### src/rtl/pfx_pkg.sv
package pfx_pkg;

    typedef enum logic [2:0] {
        MAP_PRI  = 3'd0,
        MAP_0F   = 3'd1,
        MAP_0F38 = 3'd2,
        MAP_0F3A = 3'd3,
        MAP_VEX2 = 3'd4,
        MAP_VEX3 = 3'd5,
        MAP_XOP  = 3'd6
    } map_e;

    typedef enum logic [2:0] {
        SEG_NONE = 3'd0,
        SEG_ES   = 3'd1,
        SEG_CS   = 3'd2,
        SEG_SS   = 3'd3,
        SEG_DS   = 3'd4,
        SEG_FS   = 3'd5,
        SEG_GS   = 3'd6
    } seg_e;

    typedef enum logic [1:0] {
        SZ_16 = 2'd1,
        SZ_32 = 2'd2,
        SZ_64 = 2'd3
    } size_e;

    typedef enum logic [2:0] {
        ST_SCAN  = 3'd0,
        ST_ESC0F = 3'd1,
        ST_PAY   = 3'd2,
        ST_OPC   = 3'd3,
        ST_HOLD  = 3'd4
    } scan_st_e;

    typedef struct packed {
        logic is_legacy;
        logic is_lock;
        logic is_seg;
        seg_e seg;
        logic is_opsz;
        logic is_adsz;
        logic is_rex;
        logic is_0f;
        logic is_vex2;
        logic is_vex3;
        logic is_xop;
    } cls_t;

endpackage

### src/rtl/pfx_classify.sv
module pfx_classify
    import pfx_pkg::*;
(
    input  logic [7:0] byte_i,
    input  logic       mode64_i,
    output cls_t       cls_o
);

    always_comb begin
        cls_o = '0;
        case (byte_i)
            8'hF0: cls_o.is_lock = 1'b1;
            8'h26: begin cls_o.is_seg = 1'b1; cls_o.seg = SEG_ES; end
            8'h2E: begin cls_o.is_seg = 1'b1; cls_o.seg = SEG_CS; end
            8'h36: begin cls_o.is_seg = 1'b1; cls_o.seg = SEG_SS; end
            8'h3E: begin cls_o.is_seg = 1'b1; cls_o.seg = SEG_DS; end
            8'h64: begin cls_o.is_seg = 1'b1; cls_o.seg = SEG_FS; end
            8'h65: begin cls_o.is_seg = 1'b1; cls_o.seg = SEG_GS; end
            8'h66: cls_o.is_opsz = 1'b1;
            8'h67: cls_o.is_adsz = 1'b1;
            8'h0F: cls_o.is_0f   = 1'b1;
            8'hC5: cls_o.is_vex2 = 1'b1;
            8'hC4: cls_o.is_vex3 = 1'b1;
            8'h8F: cls_o.is_xop  = 1'b1;
            default: cls_o.is_rex = mode64_i && (byte_i[7:4] == 4'h4);
        endcase
        cls_o.is_legacy = cls_o.is_lock | cls_o.is_seg | cls_o.is_opsz | cls_o.is_adsz;
    end

endmodule

### src/rtl/pfx_size_resolve.sv
module pfx_size_resolve
    import pfx_pkg::*;
(
    input  logic  mode64_i,
    input  logic  opsz_ovr_i,
    input  logic  adsz_ovr_i,
    input  logic  rex_w_i,
    output size_e opsz_o,
    output size_e adsz_o
);

    always_comb begin
        if (mode64_i && rex_w_i) begin
            opsz_o = SZ_64;
        end else if (opsz_ovr_i) begin
            opsz_o = SZ_16;
        end else begin
            opsz_o = SZ_32;
        end
        if (mode64_i) begin
            adsz_o = adsz_ovr_i ? SZ_32 : SZ_64;
        end else begin
            adsz_o = adsz_ovr_i ? SZ_16 : SZ_32;
        end
    end

endmodule

### src/rtl/pfx_lock_hold.sv
module pfx_lock_hold (
    input  logic clk,
    input  logic rst_n,
    input  logic set_i,
    input  logic clr_i,
    output logic lock_o
);

    logic lock_d, lock_q;

    always_comb begin
        lock_d = lock_q;
        if (clr_i) lock_d = 1'b0;
        if (set_i) lock_d = 1'b1;
    end

    always_ff @(posedge clk) begin
        if (!rst_n) lock_q <= 1'b0;
        else        lock_q <= lock_d;
    end

    assign lock_o = lock_q;

    p_lock_hold_r10: assert property (@(posedge clk) disable iff (!rst_n)
        lock_q && !clr_i |=> lock_q)
        else $error("bus lock dropped without completion");

    p_lock_release_r10: assert property (@(posedge clk) disable iff (!rst_n)
        clr_i && !set_i |=> !lock_q)
        else $error("bus lock not released on completion");

endmodule

### src/rtl/pfx_scan.sv
module pfx_scan
    import pfx_pkg::*;
#(
    parameter int MAX_PFX = 15
) (
    input  logic        clk,
    input  logic        rst_n,
    input  logic        mode64,
    input  logic        in_valid,
    input  logic [7:0]  in_byte,
    output logic        in_ready,
    output logic        out_valid,
    input  logic        out_ready,
    output logic        out_lock,
    output logic [2:0]  out_seg,
    output logic        out_opsz_ovr,
    output logic        out_adsz_ovr,
    output logic        out_rex_vld,
    output logic [3:0]  out_rex,
    output logic [2:0]  out_map,
    output logic [15:0] out_esc_pay,
    output logic [7:0]  out_opcode,
    output logic [1:0]  out_opsz,
    output logic [1:0]  out_adsz,
    output logic        bus_lock,
    input  logic        instr_done,
    output logic        err
);

    localparam int CW = $clog2(MAX_PFX + 1);

    typedef struct packed {
        scan_st_e    st;
        logic        lock;
        seg_e        seg;
        logic        opsz;
        logic        adsz;
        logic        rex_vld;
        logic [3:0]  rex;
        map_e        map;
        logic [1:0]  pay_left;
        logic [15:0] pay;
        logic [7:0]  opc;
        logic [CW-1:0] cnt;
        logic        err;
    } scan_t;

    scan_t q, d;
    cls_t  cls;
    logic  acc, non_op, fin, set_lock;
    size_e opsz_w, adsz_w;

    pfx_classify u_cls (
        .byte_i   (in_byte),
        .mode64_i (mode64),
        .cls_o    (cls)
    );

    always_comb begin
        d        = q;
        d.err    = 1'b0;
        non_op   = 1'b0;
        fin      = 1'b0;
        set_lock = 1'b0;
        acc      = in_valid && (q.st != ST_HOLD);
        if (q.st == ST_HOLD) begin
            if (out_ready) d = '0;
        end else if (acc) begin
            case (q.st)
                ST_SCAN: begin
                    if (cls.is_legacy) begin
                        non_op    = 1'b1;
                        d.rex_vld = 1'b0;
                        d.rex     = 4'h0;
                        if (cls.is_lock) d.lock = 1'b1;
                        if (cls.is_seg)  d.seg  = cls.seg;
                        if (cls.is_opsz) d.opsz = 1'b1;
                        if (cls.is_adsz) d.adsz = 1'b1;
                    end else if (cls.is_rex) begin
                        non_op    = 1'b1;
                        d.rex_vld = 1'b1;
                        d.rex     = in_byte[3:0];
                    end else if (cls.is_0f) begin
                        non_op = 1'b1;
                        d.map  = MAP_0F;
                        d.st   = ST_ESC0F;
                    end else if (cls.is_vex2) begin
                        non_op     = 1'b1;
                        d.map      = MAP_VEX2;
                        d.pay_left = 2'd1;
                        d.st       = ST_PAY;
                    end else if (cls.is_vex3 || cls.is_xop) begin
                        non_op     = 1'b1;
                        d.map      = cls.is_xop ? MAP_XOP : MAP_VEX3;
                        d.pay_left = 2'd2;
                        d.st       = ST_PAY;
                    end else begin
                        fin = 1'b1;
                    end
                end
                ST_ESC0F: begin
                    if (in_byte == 8'h38) begin
                        non_op = 1'b1;
                        d.map  = MAP_0F38;
                        d.st   = ST_OPC;
                    end else if (in_byte == 8'h3A) begin
                        non_op = 1'b1;
                        d.map  = MAP_0F3A;
                        d.st   = ST_OPC;
                    end else begin
                        fin = 1'b1;
                    end
                end
                ST_PAY: begin
                    non_op     = 1'b1;
                    d.pay      = {q.pay[7:0], in_byte};
                    d.pay_left = q.pay_left - 2'd1;
                    if (q.pay_left == 2'd1) d.st = ST_OPC;
                end
                default: fin = 1'b1;
            endcase
            if (fin) begin
                d.opc    = in_byte;
                d.st     = ST_HOLD;
                set_lock = q.lock;
            end
            if (non_op) begin
                if (q.cnt == CW'(MAX_PFX)) begin
                    d     = '0;
                    d.err = 1'b1;
                end else begin
                    d.cnt = q.cnt + 1'b1;
                end
            end
        end
    end

    always_ff @(posedge clk) begin
        if (!rst_n) q <= '0;
        else        q <= d;
    end

    pfx_size_resolve u_size (
        .mode64_i   (mode64),
        .opsz_ovr_i (q.opsz),
        .adsz_ovr_i (q.adsz),
        .rex_w_i    (q.rex_vld & q.rex[3]),
        .opsz_o     (opsz_w),
        .adsz_o     (adsz_w)
    );

    pfx_lock_hold u_lock (
        .clk    (clk),
        .rst_n  (rst_n),
        .set_i  (set_lock),
        .clr_i  (instr_done),
        .lock_o (bus_lock)
    );

    assign in_ready     = (q.st != ST_HOLD);
    assign out_valid    = (q.st == ST_HOLD);
    assign out_lock     = q.lock;
    assign out_seg      = q.seg;
    assign out_opsz_ovr = q.opsz;
    assign out_adsz_ovr = q.adsz;
    assign out_rex_vld  = q.rex_vld;
    assign out_rex      = q.rex;
    assign out_map      = q.map;
    assign out_esc_pay  = q.pay;
    assign out_opcode   = q.opc;
    assign out_opsz     = opsz_w;
    assign out_adsz     = adsz_w;
    assign err          = q.err;

    p_hold_stable_r2: assert property (@(posedge clk) disable iff (!rst_n)
        out_valid && !out_ready |=> out_valid && $stable(out_opcode) && $stable(out_map)
                                    && $stable(out_esc_pay))
        else $error("record changed while stalled");

    p_no_take_while_hold_r2: assert property (@(posedge clk) disable iff (!rst_n)
        out_valid |-> !in_ready)
        else $error("input accepted while record pending");

    p_rex_64_only_r6: assert property (@(posedge clk) disable iff (!rst_n)
        out_valid && !mode64 |-> !out_rex_vld)
        else $error("extension byte retained in 32-bit mode");

    p_w_wins_r4: assert property (@(posedge clk) disable iff (!rst_n)
        out_valid && mode64 && out_rex_vld && out_rex[3] |-> out_opsz == 2'd3)
        else $error("W bit did not select 64-bit operands");

    p_err_no_rec_r11: assert property (@(posedge clk) disable iff (!rst_n)
        err |-> !out_valid && in_ready)
        else $error("error raised with a record pending");

    p_err_pulse_r11: assert property (@(posedge clk) disable iff (!rst_n)
        err |=> !err)
        else $error("error longer than one cycle");

    p_lock_with_rec_r10: assert property (@(posedge clk) disable iff (!rst_n)
        $rose(out_valid) && out_lock |-> bus_lock)
        else $error("bus lock missing for locked record");

endmodule

### config.mk
export PLATFORM = sky130hd
export DESIGN_NAME = pfx_scan
export DESIGN_NICKNAME = d
export VERILOG_FILES = /design/src/rtl/pfx_pkg.sv /design/src/rtl/pfx_classify.sv /design/src/rtl/pfx_size_resolve.sv /design/src/rtl/pfx_lock_hold.sv /design/src/rtl/pfx_scan.sv
export SDC_FILE = /design/constraint.sdc
export NUM_CORES = 1
export LEC_CHECK = 0
export BUFFER_PORTS_ARGS = -buffer_cell sky130_fd_sc_hd__buf_4
export CORE_MARGIN = 4
export CORE_UTILIZATION = 59
export CTS_CLUSTER_SIZE = 25
export DETAILED_ROUTE_END_ITERATION = 7
export PLACE_DENSITY = 0.86
export SYNTH_ARGS = -nofsm -noshare
export SYNTH_HDL_FRONTEND = slang
export SYNTH_SLANG_ARGS = --single-unit
### constraint.sdc
create_clock -name clk -period 7.55 [get_ports clk]
set_clock_uncertainty 0.05 [all_clocks]
set_input_delay 1.1325 -clock clk [delete_from_list [all_inputs] [get_ports clk]]
set_output_delay 1.1325 -clock clk [all_outputs]
set_load 0.02 [all_outputs]
* Yosys cells after proc, flatten, opt, wreduce, memory -nomap -nowiden
Index checks and enable logic that the tools add are counted.
W data, S select, Z words.
** Storage, ports and cells
- Register bits :: 49
- Input port bits :: 14
- Output and inout port bits :: 46
- Logic and storage cells :: 131
** Operators by class
- $add $sub $neg :: 2
- Equal/unequal tests :: 23
- Muxes and demuxes :: 77
- Bitwise logic cells :: 4
- Reduce and logical (&&, ||, !) cells :: 11
** Operator list (count)
- $mux W48 :: 4
- $eq A8 B6 Y1 const B :: 6
- $mux W43 :: 1
- $mux W3 :: 13
- $mux W1 :: 36
- $eq A8 B7 Y1 const B :: 4
- $eq A8 B8 Y1 const B :: 4
- $mux W5 :: 6
- $pmux W4 S6 :: 1
- $mux W16 :: 1
- $reduce_or A13 Y1 :: 1
- $mux W2 :: 6
- $mux W11 :: 1
- $pmux W3 S3 :: 1
- $eq A8 B4 Y1 const B :: 1
- $mux W8 :: 1
- $mux W6 :: 1
- $pmux W1 S3 :: 2
- $pmux W3 S2 :: 1
- $reduce_bool A2 Y1 :: 3
- $add A4 B1 Y4 const B :: 1
- $eq A4 B3 Y1 const B :: 1
- $eq A4 B4 Y1 const B :: 1
- $mux W4 :: 1
- other kinds (15) :: 19

* Longest topological paths before layout
Gate-level depths: netlist of run 1.
- Depth after elaboration :: 16
- Depth in mapped cells :: 9
- Gate-level depth less buffers :: 7

* Modules after synthesis
From an unflattened synthesis of run 1, not the netlist that was laid out.
** Second synthesis, totals
- Cells, all modules :: 335
- Area, all modules :: 2777.7 um^2
** By module, submodules not included
- pfx_scan :: instances 1, cells an instance 295, area each 2484.9 um^2, sequential area each 960.9 um^2
- pfx_classify :: instances 1, cells an instance 31, area each 209.0 um^2, sequential area each 0.0 um^2
- pfx_size_resolve :: instances 1, cells an instance 6, area each 42.5 um^2, sequential area each 0.0 um^2
- pfx_lock_hold :: instances 1, cells an instance 3, area each 41.3 um^2, sequential area each 20.0 um^2

* Worst setup path after synthesis of run 1
No wires, ideal clock.
- Path type :: input to register
- Start :: input in_byte[6]
- End :: register q, in the netlist out_rex[0]
- Setup time :: 92 ps
- Data arrival time :: 3008 ps
- Required time :: 7408 ps
- Setup slack :: 4400 ps
- Cell stages on the path :: 9
- Buffers on the path :: 2
- Cells stage by stage :: buf_4 -> or2b_2 -> nor3_1 -> or3_1 -> or4_1 -> a31oi_1 -> buf_4 -> nand3_2 -> o32ai_1
** Between the ends
- Cells in the longest elaborated chain, start to end :: 14
- Elaborated cells between the ends (all ways) :: 48
- Classes of those cells :: eq/ne: 16; mux: 26; bitwise: 3; reduce/logical: 3
** Ends and longest elaborated chain
- start, declared :: line pfx_scan.sv:10 : input logic [7:0] in_byte,
- $eq A8 B8 Y1 :: line pfx_classify.sv:11 : case (byte_i)
- $mux W1 :: line pfx_classify.sv:11
- $logic_or A1 B1 Y1 :: line pfx_scan.sv:92 : end else if (cls.is_vex3 || cls.is_xop) begin
- $mux W1 :: line pfx_scan.sv:92
- $mux W1 :: line pfx_scan.sv:87 : end else if (cls.is_vex2) begin
- $mux W1 :: line pfx_scan.sv:83 : end else if (cls.is_0f) begin
- $mux W1 :: line pfx_scan.sv:79 : end else if (cls.is_rex) begin
- $mux W1 :: line pfx_scan.sv:71 : if (cls.is_legacy) begin
- $pmux W1 S3 :: line pfx_scan.sv:69 : case (q.st)
- $mux W1 :: line pfx_scan.sv:68 : end else if (acc) begin
- $mux W1 :: line pfx_scan.sv:66 : if (q.st == ST_HOLD) begin
- $mux W48 (*) :: line pfx_scan.sv:127 : if (non_op) begin
- $mux W48 (*) :: line pfx_scan.sv:68
- $mux W48 (*) :: line pfx_scan.sv:66
- end signal, assigned :: line pfx_scan.sv:139 : if (!rst_n) q <= '0;
- end signal, assigned :: line pfx_scan.sv:140 : else q <= d;
- end, declared :: line pfx_scan.sv:48 : scan_t q, d;
Every way passes the cells marked *; elsewhere a longest branch is shown, timed or not. The select of a mux whose other input is x is not followed.
A chain may end at the register's enable or synchronous reset.

* Worst setup path in the final report of run 1
- Start :: input in_byte[5]
- End :: register q[29] (netlist bit)
The elaborated chain is that of the path after synthesis.

==> flow_summary.ini, run 1 <==
[timing]
fin_setup_tns_ns = 0
period_share_pct = 50.4
fin_ws_ns = 3.74
holdWs_ns = 0.423
period_minus_slack_ns = 3.81
setup_viol = 0
rsz0062_at_grt = false
timing.fmax_mhz = 263
finalMaxSlewViolations = 0
final_hold_viol_count = 0
slew_headroom_pct = 22.1
worst_pin_slew_ns = 1.16

[cells_and_area]
multiInputGateArea_sq_mm = 0.00140
layout_common_cells = buf_4, nand2_1, dfxtp_1
drive_above_1_share_pct = 22.2
syn2layout_area_growth_pct = 8.93
final_nets = 390
final_common_cell = buf_4
n_antenna_cell = 0
regArea_sq_um = 981
fillers = 380

[critical_path]
cp.required_ns = 7.74
critPathCaptureType = register
start_kind = primary input
arrival_ns = 3.99
path_cells = buf_4 > or3b_1 > nor3_1 > or3_1 > or4_1 > a31oi_1 > o21ai_0 > a21oi_1
max_stage_delay_ns = 0.89
slowest_stage = a31oi_1
crit_buf_inv = 1
cp_top_family = compound AO/OA/AOI/OAI gates
crit_fanout = 11
path_class = primary input to register

[detailed_routing]
ant_nets = 0
avgViaCountPerCell = 6.01
routed_wl_um = 7220
vias = 2562
dr.pass1.iters = 4
drt_iter0_drc = 271
drc = 0
routedWlPerCell_um = 16.9

[logic_synthesis]
synth_xor_area_share_pct = 0.625
synth_top_family_by_area = simple AND/OR/NAND/NOR gates
yosysSeqAreaShare_pct = 35.0
synth.cell_area_sq_mm = 0.00280
synth_flop_cell = dfxtp_1
yosys.cell_types.count = 54
yosysWarnings = 0
avgSynthCellArea_sq_um = 7.74
synth_compound_area_share_pct = 23.4
synth_seq_cells = 49
synthCells = 362
async_flop_share_pct = 0
synth_fa_ha_area_share_pct = 1.34
synthMuxAreaShare_pct = 0.759
synth-simple-area-share_pct = 23.8
synth-edff-count = 0
synth_fp_nets = 379

[die]
io_pins = 60
die-area_sq_mm = 0.00591
die_x_um = 76.9
core_area_sq_mm = 0.00447
initial_utilization_pct = 62.6
die_y_um = 76.9
rows = 24

[global_route]
antenna_found_initial = 0
grt_max_degree = 28
globalRouteOverflowTotal = 0
grt_pass1_wl_um = 11900
grt_pass1_vias = 2362
gr-usage-all-layers_pct = 24.5

[power]
combPwrFrac_pct = 16.0
internal_power_uw = 355
seqPwrFrac_pct = 52.9
p_clk_share_pct = 31.1
p_sw_share_pct = 29.5
ir_worst_vdd_mv = 0.114
cellLeakagePower_uw = 0.00121
p_switching_uw = 149
power_density_mw_per_mm2 = 165

[clock_network]
cts_setup_buffers = 0
ctsHtreeMaxLevel = 2
cts.path.max_buffers = 2
cts_inserted_buffers = 5
cts_tree = yes
clk_pin_slew_ns = 0.10
ctsHoldBuffers = 0
cts.sinks = 49
clk_latency_ns = 0.31
post_cts_resized = 0
cts_root_buf = clkbuf_8

[placement]
dp_hpwl_um = 5220
dp_slack_ns = 3.51
gp_congestion = 0.968
io_buffer_count = 59

[job]
drv_cap = 0

[worst_hold_path]
hold_class = register to register

[run_status]
status = finished, final reports clean
-- per-stage QoR --
stage	utilization, %	area (sq um)	std cells	power, uW
global placement	66.2	2960	418	351
finish	68.2	3050	426	503
detailed placement	66.2	2960	418	351
CTS	68.2	3050	426	505
floorplan	-	2800	362	329
global route	68.2	3050	426	523
-- worst reg2reg max path, stage by stage, from the launching register on --
cell and delay, ns:
dfxtp_1 0.73, or3b_2 0.27, nand2_1 0.17, a41oi_1 0.34
inv_1 0.08, a31oi_1 0.85, o21ai_0 0.39, a21oi_1 0.22
-- worst paths after layout --
kind	startpoint	endpoint	slack, ns	cells after the start
setup / recovery	in_byte[5]	q[29]$_SDFFE_PN0P_	3.74	8
hold / removal	out_rex[1]$_SDFFE_PN0P_	out_rex[1]$_SDFFE_PN0P_	0.42	2
setup reg to reg	q[46]$_SDFFE_PN0P_	q[29]$_SDFFE_PN0P_	4.38	7
hold reg to reg	out_rex[1]$_SDFFE_PN0P_	out_rex[1]$_SDFFE_PN0P_	0.42	2
-- cell usage after synthesis, types with 2 or more instances --
| master | number | area share (%) |
|---|---|---|
| or3_1 | 2 | 0.45 |
| inv_1 | 13 | 1.7 |
| dfxtp_1 | 49 | 35 |
| a31oi_1 | 5 | 1.1 |
| o41ai_1 | 2 | 0.63 |
| nor2_1 | 23 | 3.1 |
| a22o_1 | 9 | 2.8 |
| and2_1 | 4 | 0.89 |
| nand4bb_1 | 2 | 0.80 |
| nand2_1 | 49 | 6.6 |
| buf_4 | 37 | 9.9 |
| o21a_1 | 2 | 0.54 |
| nor4_1 | 3 | 0.67 |
| buf_2 | 6 | 1.1 |
| o32ai_1 | 3 | 0.94 |
| nand3_1 | 7 | 1.3 |
| ha_1 | 3 | 1.3 |
| nand3b_1 | 4 | 1.1 |
| a41oi_1 | 4 | 1.3 |
| a21oi_1 | 32 | 5.7 |
| nand2b_1 | 4 | 0.89 |
| or2_2 | 3 | 0.67 |
| o22ai_1 | 4 | 0.89 |
| nand4_1 | 5 | 1.1 |
| nor3_1 | 10 | 1.8 |
| clkbuf_1 | 14 | 1.9 |
| and3_1 | 3 | 0.67 |
| o21ai_0 | 33 | 5.9 |
| or3b_2 | 2 | 0.63 |
-- routing by layer --
| layer | track usage, % | part of all wire [%] |
|---|---|---|
| met1 | 34.0 | 47 |
| met2 | 39.0 | 46 |
| met3 | 4.92 | 6.4 |
| met4 | 5.98 | 0.94 |
| met5 | 0 | 0 |
-- power by group through the flow --
stage                     Combinational [uW]  Clock (uW)  Sequential, uW
after global routing                    86.4         170             267
after detailed placement                78.7           0             272
after CTS                               78.9         160             266
after floorplan                         58.6           0             270
after global placement                  78.5           0             272
final                                   80.3         157             266
-- layout make-up --
| cell class | count | share of cell area, % |
|---|---|---|
| sequential | 49 | 32.1 |
| inverter | 13 | 1.60 |
| multi-input combinational | 242 | 45.9 |
| tap | 52 | 2.13 |
| clock inverter | 3 | 0.738 |
| timing repair buffer | 62 | 15.3 |
| clock buffer | 5 | 2.26 |
-- kinds of logic (layout without fill, tap and decap cells) --
family / after synthesis / in the layout
xor+xnor: 2 / 2
mux: 2 / 2
fa+ha+maj: 3 / 3
compound gates: 104 / 104
buf+inv: 71 / 83
flops: 49 / 49
simple gates: 131 / 131
-- sequential cells by signal, indices dropped and copies added (netlist names), 3 cells and up --
register	flops
out_map	3
out_rex	4
out_seg	3
out_opcode	8
q	9
out_esc_pay	16
No activity file was read; power rests on OpenSTA's default activity.
==> run 2: changes to the inputs <==
CORE_UTILIZATION = 49   (was 59)
PLACE_DENSITY = 0.77   (was 0.86)
clock period = 3.1 ns   (was 7.55 ns; I/O delays follow)
==> run 2 against run 1 <==
  * Register-to-register slack worse by 3.6 ns
  * First-iteration DRC count is 20% lower
  * Critical path type unchanged
  * Cell area is 3.4% higher
  * Critical path depth is 2 higher
  * Setup slack worse by 3.2 ns
  * Final cell count is 7.5% higher
  * Die area is 18% higher
==> flow_summary.ini, run 2 (synthesis gave the netlist of run 1 again) <==
[critical_path]
critPathCaptureType = register
path_cells = buf_4 > nand2b_1 > nor4b_1 > buf_4 > or3_1 > or4_1 > a31oi_1 > buf_4 > nand3_2 > o32ai_1
cp_top_family = simple AND/OR/NAND/NOR gates
rrSetupSlack_ns = 0.78
slowest_stage = or4_1
reg2reg_depth = 8
max_stage_delay_ns = 0.53
crit_buf_inv = 3
path_class = primary input to register
regToRegStartpoint = q[47]$_SDFFE_PN0P_
timing.rr.end = q[47]$_SDFFE_PN0P_
crit_fanout = 12
arrival_ns = 2.69
cp.required_ns = 3.26
start_kind = primary input
crit_start = in_byte[1]
cpMostUsedCell = buf_4

[die]
initial_utilization_pct = 50.6
rows = 27
die_y_um = 83.6
core_area_sq_mm = 0.00554
die_x_um = 83.6
die-area_sq_mm = 0.00699
io_pins = 60

[timing]
period_minus_slack_ns = 2.54
final_hold_viol_count = 0
rsz0062_at_grt = false
finalMaxSlewViolations = 0
setup_viol = 0
timing.fmax_mhz = 394
slew_headroom_pct = 41.6
worst_pin_slew_ns = 0.869
period_share_pct = 81.9
fin_setup_tns_ns = 0

[detailed_routing]
drt_iter0_drc = 216
routedWlPerCell_um = 15.6
drc = 0
routed_wl_um = 7130
ant_nets = 0
dr.pass1.iters = 4
avgViaCountPerCell = 5.71
vias = 2615

[cells_and_area]
fin_util_pct = 57.0
final_nets = 402
drive_above_1_share_pct = 23.8
layout_common_cells = buf_4, nand2_1, dfxtp_1
syn2layout_area_growth_pct = 12.6
largest_register_ffs = 16
final_common_cell = buf_4
n_antenna_cell = 0
fillers = 547

[clock_network]
cts.path.max_buffers = 2
cts_tree = yes
cts_root_buf = clkbuf_8
clk_latency_ns = 0.30
cts_inserted_buffers = 5
clk_pin_slew_ns = 0.08
cts.sinks = 49
ctsHtreeMaxLevel = 2
ctsHoldBuffers = 0
post_cts_resized = 0
cts_setup_buffers = 0

[global_route]
antenna_found_initial = 0
grt_pass1_wl_um = 11900
gr-usage-all-layers_pct = 20.4
grt_max_degree = 28
grt_pass1_vias = 2384
globalRouteOverflowTotal = 0

[job]
drv_cap = 0

[run_status]
status = finished, final reports clean

[placement]
gp_congestion = 0.940
io_buffer_count = 59
dp_hpwl_um = 5330

[power]
power_density_mw_per_mm2 = 383
ir_worst_vdd_mv = 0.182
cellLeakagePower_uw = 0.00128
p_total_uw = 1210

[worst_hold_path]
worstHoldEndpoint = out_opcode[5]$_SDFFE_PN0P_
holdPathStages = 2
hold_class = primary input to register
hp-start = in_byte[5]
run 2: cell types whose count changed in the layout (fill, tap and decap cells not counted):
cell / before / now
buf_4: 62 / 74
clkinvlp_4: 3 / 0
clkbuf_1: 0 / 3
run 2: area by class of cell:
| class | count | area, sq um | area share (%) |
|---|---|---|---|
| clock buffers | 8 | 80.1 | 2.54 |
| inverters | 13 | 48.8 | 1.55 |
| multi-input cells | 242 | 1400 | 44.4 |
| flip-flops and latches | 49 | 981 | 31.1 |
| well taps | 72 | 90.1 | 2.85 |
| repair buffers | 74 | 556 | 17.6 |
run 2: worst max path at each step:
stage | endpoint | slack [ns] | cells after the start
after floorplan | out_rex[0]$_SDFFE_PN0P_ | 0.62 | 9
after global placement | q[29]$_SDFFE_PN0P_ | 0.30 | 10
after detailed placement | out_rex[2]$_SDFFE_PN0P_ | 0.29 | 10
after CTS | out_rex[2]$_SDFFE_PN0P_ | 0.58 | 10
after global routing | q[29]$_SDFFE_PN0P_ | 0.44 | 10
final | out_rex[2]$_SDFFE_PN0P_ | 0.56 | 10
run 2: routing by layer:
metal  part of all wire [%]  track usage [%]
met4                    1.1             5.12
met5                      0                0
met2                     47             32.6
met3                    5.7             3.95
met1                     46             28.3
run 2: worst register-to-register path: cells and delay by family (launching register included):
kind / cells / cell delay (ns)
buffers and inverters: 2 / 0.30
DFF: 1 / 0.34
and+or+nand+nor: 3 / 0.86
AOI/OAI and AO/OA: 3 / 0.64
run 2: metrics by stage:
| stage | instance area [sq um] | setup WS [ns] | hold WS [ns] | instances |
|---|---|---|---|---|
| after floorplan | 2800 | 0.617 | 0.386 | 362 |
| after global placement | 3080 | 0.297 | 0.399 | 450 |
| after detailed placement | 3080 | 0.294 | 0.401 | 450 |
| after CTS | 3160 | 0.578 | 0.394 | 458 |
| after global routing | 3160 | 0.438 | 0.405 | 458 |
| final | 3160 | 0.562 | 0.400 | 458 |
run 2: where the power goes:
group / internal [uW] / total [uW] / switching [uW] / leakage, uW
registers: 639 / 645 / 5.54 / 0.000396
logic: 73.3 / 205 / 132 / 0.000842
clock network: 161 / 360 / 199 / 0.0000395
==> run 3: changes to the inputs <==
CORE_UTILIZATION = 55   (was 49)
PLACE_DENSITY = 0.81   (was 0.77)
clock period = 2.6 ns   (was 3.1 ns; I/O delays follow)
==> run 3 against run 2 <==
  * Cell area up 5.8%
  * Global-route usage increased by 7.0 points
  * Wire length rose by 15%
  * Hold slack worse by 0.12 ns
  * Non-clock buffer count is 18 higher
  * Largest power group unchanged
  * Highest routed layer unchanged
==> flow_summary.ini, run 3 (synthesis gave the netlist of run 1 again) <==
[placement]
gp_congestion = 0.954
dp_hpwl_um = 6080
io_buffer_count = 59
place_area_sq_mm = 0.00320

[timing]
period_share_pct = 93.1
timing.fmax_mhz = 413
final_hold_viol_count = 0
setup_viol = 0
slew_headroom_pct = 43.6
holdWs_ns = 0.277
worst_pin_slew_ns = 0.838
finalMaxSlewViolations = 0
period_minus_slack_ns = 2.42
rsz0062_at_grt = false

[critical_path]
cp.required_ns = 2.75
regToRegStartpoint = q[1]$_SDFFE_PN0P_
crit_fanout = 8
reg2reg_depth = 6
critPathCaptureType = register
rrSetupSlack_ns = 0.31
path_class = primary input to register
arrival_ns = 2.57
timing.rr.end = out_esc_pay[11]$_SDFFE_PN0P_
start_kind = primary input

[clock_network]
cts.sinks = 49
ctsHtreeMaxLevel = 2
post_cts_resized = 0
cts.path.max_buffers = 2
cts_setup_buffers = 0
cts_tree = yes
ctsHoldBuffers = 0
cts_inserted_buffers = 5
cts_root_buf = clkbuf_8
clk_latency_ns = 0.31
clk_pin_slew_ns = 0.09

[power]
seqPwrFrac_pct = 45.5
power_density_mw_per_mm2 = 506
cellLeakagePower_uw = 0.00139
internal_power_uw = 1250
p_switching_uw = 442
ir_worst_vdd_mv = 0.412
combPwrFrac_pct = 16.2
p_total_uw = 1690
p_sw_share_pct = 26.2
p_clk_share_pct = 38.3

[die]
die-area_sq_mm = 0.00630
die_x_um = 79.4
io_pins = 60
core_area_sq_mm = 0.00482
initial_utilization_pct = 58.2
rows = 25
die_y_um = 79.4

[detailed_routing]
routed_wl_um = 8190
vias = 2812
routedWlPerCell_um = 17.4
avgViaCountPerCell = 5.97
drt_iter0_drc = 316
drc = 0
dr.pass1.iters = 5
ant_nets = 0

[worst_hold_path]
worstHoldEndpoint = out_opcode[0]$_SDFFE_PN0P_
hold_class = primary input to register
holdPathStages = 2
hp-start = in_byte[0]

[global_route]
antenna_found_initial = 0
gr-usage-all-layers_pct = 27.4
globalRouteOverflowTotal = 0
grt_pass1_wl_um = 13600
grt_pass1_vias = 2727
grt_max_degree = 23

[cells_and_area]
syn2layout_area_growth_pct = 19.2
drive_above_1_share_pct = 28.0
n_antenna_cell = 0
layout_common_cells = buf_4, nand2_1, dfxtp_1
design_area_sq_mm = 0.00334
final_common_cell = buf_4
largest_register_ffs = 16
final_nets = 420

[run_status]
status = finished, final reports clean

[job]
drv_cap = 0
run 3: layout make-up:
type                            count  area (sq um)
Fill cell                         430          1480
Multi-Input combinational cell    242          1400
Sequential cell                    49           981
Timing Repair Buffer               92           691
Tap cell                           67          83.8
Clock buffer                        5          68.8
Clock inverter                      3          65.1
Inverter                           13          48.8
run 3: power groups by stage:
stage | clock network (uW) | logic, uW | registers (uW)
3_3_place_gp | 0 | 264 | 787
2_1_floorplan | 0 | 170 | 784
5_1_grt | 686 | 295 | 772
4_1_cts | 656 | 270 | 770
3_5_place_dp | 0 | 269 | 788
6_report | 647 | 274 | 770
run 3: how the worst max path moves through the flow:
stage,from,to,slack (ns),depth (start not counted)
after global placement,in_byte[5],q[29]$_SDFFE_PN0P_,-0.006,8
after CTS,in_byte[5],q[29]$_SDFFE_PN0P_,0.23,8
after detailed placement,in_byte[5],out_rex[2]$_SDFFE_PN0P_,-0.09,8
after global routing,in_byte[5],q[29]$_SDFFE_PN0P_,0.08,8
final,in_byte[5],out_rex[2]$_SDFFE_PN0P_,0.18,8
after floorplan,in_byte[6],out_rex[0]$_SDFFE_PN0P_,0.19,9
run 3: per-layer routing:
layer | up-vias | wire [um] | track usage, %
met5 | - | 0 | 0
met4 | 0 | 188 | 11.2
met3 | 20 | 602 | 4.74
met2 | 123 | 3950 | 44.1
met1 | 1343 | 3460 | 36.4
li1 | 1326 | - | -
run 3: worst max-delay path, cell delays in order:
cell	delay, ns
buf_4	0.14
or3b_1	0.22
nor3_1	0.09
or3_1	0.37
or4_1	0.50
a31oi_1	0.37
nand3_2	0.20
o32ai_1	0.30
run 3: metrics by stage:
| step | util (%) | setup slack [ns] | std cells | setup TNS (ns) |
|---|---|---|---|---|
| 6_report | 69.3 | 0.179 | 471 | 0 |
| 5_1_grt | 69.3 | 0.0804 | 471 | 0 |
| 2_1_floorplan | - | 0.192 | 362 | 0 |
| 4_1_cts | 69.3 | 0.226 | 471 | 0 |
| 3_5_place_dp | 66.5 | -0.0924 | 463 | -0.450 |
| 3_3_place_gp | 66.5 | -0.00575 | 463 | -0.00575 |
